$ cat config.mk
export PLATFORM = sky130hd
export DESIGN_NAME = vq_switch
export DESIGN_NICKNAME = d
export VERILOG_FILES = /design/src/rtl/vq_switch.sv
export SDC_FILE = /design/constraint.sdc
export NUM_CORES = 2
export LEC_CHECK = 0
export ABC_AREA = 1
export BUFFER_PORTS_ARGS = -buffer_cell sky130_fd_sc_hd__buf_2
export CELL_PAD_IN_SITES_DETAIL_PLACEMENT = 1
export CELL_PAD_IN_SITES_GLOBAL_PLACEMENT = 2
export CORE_ASPECT_RATIO = 0.8
export CORE_UTILIZATION = 40
export DETAILED_ROUTE_END_ITERATION = 8
export PLACE_DENSITY = 0.8
export SYNTH_ARGS = -nofsm -noshare
export SYNTH_HDL_FRONTEND = slang
export SYNTH_SLANG_ARGS = --single-unit
$ cat constraint.sdc
create_clock -name clk -period 10.4 [get_ports clk]
set_clock_uncertainty 0.2 [all_clocks]
set_input_delay 2.08 -clock clk [delete_from_list [all_inputs] [get_ports clk]]
set_output_delay 2.08 -clock clk [all_outputs]
set_load 0.05 [all_outputs]
$ cat src/rtl/vq_switch.sv
module vq_switch #(
  parameter int N     = 4,
  parameter int DEPTH = 4,
  parameter int CW    = 16,
  parameter int DROPW = 8,
  localparam int DW   = (N > 1) ? $clog2(N) : 1,
  localparam int OW   = $clog2(DEPTH + 1)
) (
  input  logic                  clk,
  input  logic                  rst,
  input  logic [N-1:0]          in_valid,
  input  logic [N*DW-1:0]       in_dest,
  input  logic [N*CW-1:0]       in_data,
  output logic [N-1:0]          out_valid,
  output logic [CW-1:0]         out_data,
  output logic [DW-1:0]         out_src,
  output logic [N*N*OW-1:0]     occ,
  output logic [N*N-1:0]        full,
  output logic [N*DROPW-1:0]    drop_cnt
);
  localparam int NQ = N * N;
  localparam int PW = (DEPTH > 1) ? $clog2(DEPTH) : 1;

  logic [CW-1:0]    mem [NQ*DEPTH];
  logic [PW-1:0]    wp  [NQ];
  logic [PW-1:0]    rp  [NQ];
  logic [OW-1:0]    cnt [NQ];
  logic [DW-1:0]    rr  [N];
  logic [DROPW-1:0] dc  [N];
  logic [DW-1:0]    slot;

  logic [N-1:0]  elig, drop;
  logic [NQ-1:0] push, pop;
  logic          hit;
  logic [DW-1:0] src;

  function automatic logic [PW-1:0] bump(input logic [PW-1:0] p);
    return (p == PW'(DEPTH - 1)) ? '0 : p + PW'(1);
  endfunction

  always_comb
    for (int i = 0; i < N; i++)
      elig[i] = (cnt[i*N + int'(slot)] != '0) && !in_valid[i];

  always_comb begin
    hit = 1'b0;
    src = '0;
    for (int k = 0; k < N; k++)
      if (!hit && elig[(int'(rr[slot]) + k) % N]) begin
        hit = 1'b1;
        src = DW'((int'(rr[slot]) + k) % N);
      end
  end

  always_comb
    for (int i = 0; i < N; i++) begin
      drop[i] = in_valid[i] && (cnt[i*N + int'(in_dest[i*DW +: DW])] == OW'(DEPTH));
      for (int d = 0; d < N; d++) begin
        push[i*N+d] = in_valid[i] && (in_dest[i*DW +: DW] == DW'(d)) &&
                      (cnt[i*N+d] != OW'(DEPTH));
        pop[i*N+d]  = hit && (src == DW'(i)) && (slot == DW'(d));
      end
    end

  always_ff @(posedge clk)
    for (int q = 0; q < NQ; q++)
      if (push[q]) mem[q*DEPTH + int'(wp[q])] <= in_data[(q/N)*CW +: CW];

  always_ff @(posedge clk) begin
    if (rst) begin
      slot      <= '0;
      out_valid <= '0;
      out_data  <= '0;
      out_src   <= '0;
      for (int q = 0; q < NQ; q++) begin
        wp[q]  <= '0;
        rp[q]  <= '0;
        cnt[q] <= '0;
      end
      for (int i = 0; i < N; i++) begin
        rr[i] <= '0;
        dc[i] <= '0;
      end
    end else begin
      slot      <= (slot == DW'(N - 1)) ? '0 : slot + DW'(1);
      out_valid <= hit ? (N'(1) << slot) : '0;
      if (hit) begin
        out_data <= mem[(int'(src)*N + int'(slot))*DEPTH + int'(rp[int'(src)*N + int'(slot)])];
        out_src  <= src;
        rr[slot] <= (src == DW'(N - 1)) ? '0 : src + DW'(1);
      end
      for (int q = 0; q < NQ; q++) begin
        if (push[q]) wp[q] <= bump(wp[q]);
        if (pop[q])  rp[q] <= bump(rp[q]);
        cnt[q] <= cnt[q] + OW'(push[q]) - OW'(pop[q]);
      end
      for (int i = 0; i < N; i++)
        if (drop[i]) dc[i] <= dc[i] + DROPW'(1);
    end
  end

  for (genvar q = 0; q < NQ; q++) begin : g_q
    assign occ[q*OW +: OW] = cnt[q];
    assign full[q]         = (cnt[q] == OW'(DEPTH));
  end
  for (genvar i = 0; i < N; i++) begin : g_i
    assign drop_cnt[i*DROPW +: DROPW] = dc[i];
  end
endmodule

==> metrics.csv <==
stage;metric;value;unit
synth;yosys_warnings;0;
pwr;ir_drop;0.513;mV
setup_path;r2r_cells;26;
global_route;grt_pass1_wl;251;mm
synth;ys_async_sr_fraction;0;%
setup_path;worst_path_most_repeated_cell;nand2_1;
clock_tree;cts_tree;done;
synth;syn_avg_cell_area;10.1;um2
floorplan;die_w;414;um
floorplan;io_pins;196;
cells_and_area;final_cells;7450;
floorplan;start_util;40.4;%
synth;synth_top_area_cell;edfxtp_1;
timing;rsz0062_at_grt;false;
timing;setup_viol_count_final;0;
synth;synthCells;5393;
synth;synth.most_common_cell;nand2_1;
setup_path;required;10.89;ns
timing;slew-limit-headroom;20.0;%
clock_tree;htreeDepth;4;
clock_tree;post-cts-setup-buffer-count;0;
clock_tree;clk_path_buf_depth;3;
cells_and_area;syn_to_final_growth;13.3;%
setup_path;reg2reg_to;out_data[11];
clock_tree;clkLatencyLatePin;0.76;ns
detailed_routing;drt-wirelength-per-cell;22.7;um
synth;syn_nets;5563;
flow_run;drv_cap;0;
clock_tree;numCtsBuffers;132;
synth;synth-edff-count;1128;
cells_and_area;final_nets;5744;
detailed_routing;vias;38900;
global_route;overflow;0;
timing;finalCritPeriodShare;67.3;%
min_path;min_path_type;reg -> reg;
setup_path;cp_num_buf_inv;2;
timing;tightest_slew;1.20;ns
synth;synthFlopType;edfxtp_1;
synth;ys_types;42;
setup_path;crit_fanout;135;
floorplan;rows;120;
timing;fin_crit;7.00;ns
global_route;first_global_vias;39500;
placed_design;io_buffer_count;195;
placed_design;placed_cells;7209;
clock_tree;clkSinkCount;1200;
setup_path;max_stage_delay;0.85;ns
setup_path;cp_slowest_cell;nand2_8;
clock_tree;clkSlewWorstSetupHoldPaths;0.06;ns
timing;fmax;0.143;GHz
detailed_routing;drtAntennaViolNets;0;
detailed_routing;drt_wl_total;169;mm
global_route;gr-usage-all-layers;24.7;%
setup_path;cp.depth;26;
setup_path;startpoint_type;register;
floorplan;core-area;134000;um2
synth;synth_top_area_share;62.5;%
synth;synth_commonest_cells;nand2_1 (1628), edfxtp_1 (1128), inv_1 (807);
detailed_routing;drtIter0Drc;2724;
floorplan;die_h;331;um
setup_path;cp_top_family;simple AND/OR/NAND/NOR gates;
placed_design;place.gp.congestion;0.820;
setup_path;path_class;reg -> reg;
synth;synth_area_leaders;edfxtp_1 (62%), nand2_1 (11%), nand3_1 (6.3%);
setup_path;rrSetupSlack;3.40;ns
clock_tree;hold_buffers;0;
setup_path;crit_start;slot[0];
floorplan;die-area;137000;um2
setup_path;rr_startpoint;slot[0];
clock_tree;clock-root-buffer;clkbuf_16;
synth;synth_area;54200;um2
setup_path;cp.arrival;7.48;ns
synth;synth_seq_cells;1200;
timing;whs;0.278;ns
cells_and_area;drive_gt1_share;9.86;%
timing;hold_viol;0;
clock_tree;cts_resized;0;
timing;layout_setup_ws;3.40;ns
global_route;grt_max_degree;136;
detailed_routing;first_pass_iters;5;
detailed_routing;vias_per_cell;5.22;
timing;drv_slew;0;
timing;setup_tns;0;ns
pwr;p_per_area;355;nW/um2
placed_design;dpl.hpwl;103;mm
setup_path;cp-end-kind;register;
pwr;leakage;26.1;nW
detailed_routing;drcViolationCount;0;
global_route;antenna_found_initial;15;
placed_design;pre_cts_slack;2.66;ns
status;outcome;completed;
synth;synth_seq_area_share;65.1;%
setup_path;crit_end;out_data[11];
-- routing by layer --
layer  share of wire (%)  routed length, um  vias up  GRT usage (%)
met5               0.019                 32        -              0
met3                 6.7              11300      241           4.56
met1                  46              78500    19600           36.0
li1                    -                  -    18000              -
met2                  44              75200     1086           37.4
met4                 2.6               4400        6           7.29
-- registers in the layout, summed over array words and instances (netlist names) --
register and flops:
cnt 48, dc 32, mem 1024, out_data 16
out_src 2, out_valid 4, rp 32, rr 8
slot 2, wp 32
-- area by class of cell --
type	instances	area, um2
antenna	3	7.51
inverter	815	3070
tap	1769	2210
timing repair buffer	284	1750
fill	15000	72800
multi-input combinational	3141	14700
clock inverter	65	688
sequential	1200	35300
clock buffer	173	3720
-- cell usage in the layout (no fill, tap or decap), types with 37 or more instances in the layout --
cell type and count:
inv_1 806, o21ai_0 37, nand3_1 687, edfxtp_1 1128, ha_1 76, a21oi_1 85
clkbuf_16 141, dfxtp_1 71, buf_2 194, nand2_1 1627, buf_4 82, nor2_1 367
nor3_1 42
-- per-stage QoR --
step | area (um2) | util [%] | power (W)
CTS | 61500 | 45.8 | 0.0220
finish | 61500 | 45.8 | 0.0218
global placement | 57100 | 42.5 | 0.0168
detailed placement | 57100 | 42.5 | 0.0170
floorplan | 54200 | - | 0.0139
global route | 61500 | 45.8 | 0.0233
-- worst min path at each step --
stage / startpoint / end / slack [ns] / cells past startpoint
global placement: cnt[14][2] / cnt[14][2] / 0.25 / 1
floorplan: wp[0][6] / wp[0][6] / 0.35 / 1
CTS: cnt[13][2] / cnt[13][2] / 0.28 / 1
finish: cnt[13][2] / cnt[13][2] / 0.28 / 1
global route: cnt[14][2] / cnt[14][2] / 0.31 / 1
detailed placement: cnt[13][2] / cnt[13][2] / 0.27 / 1
-- power by group --
group / switching, W / internal, W
sequential: 0.000204 / 0.00560
combinational: 0.00826 / 0.00289
clock: 0.00196 / 0.00288
total: 0.0104 / 0.0114
-- cell families (layout without fill, tap and decap cells) --
group	count (synthesis)	in the layout	synth area share, %
AND/OR/NAND/NOR	2841	2841	21.9
flip-flops	1200	1200	65.1
buffers and inverters	1052	1337	8.20
AO/OA/AOI/OAI	173	173	1.82
adder cells (fa/ha/maj)	92	92	2.34
XOR/XNOR	31	31	0.501
multiplexers	4	4	0.0738
other	0	3	0
(Power assumes the default switching activity.)
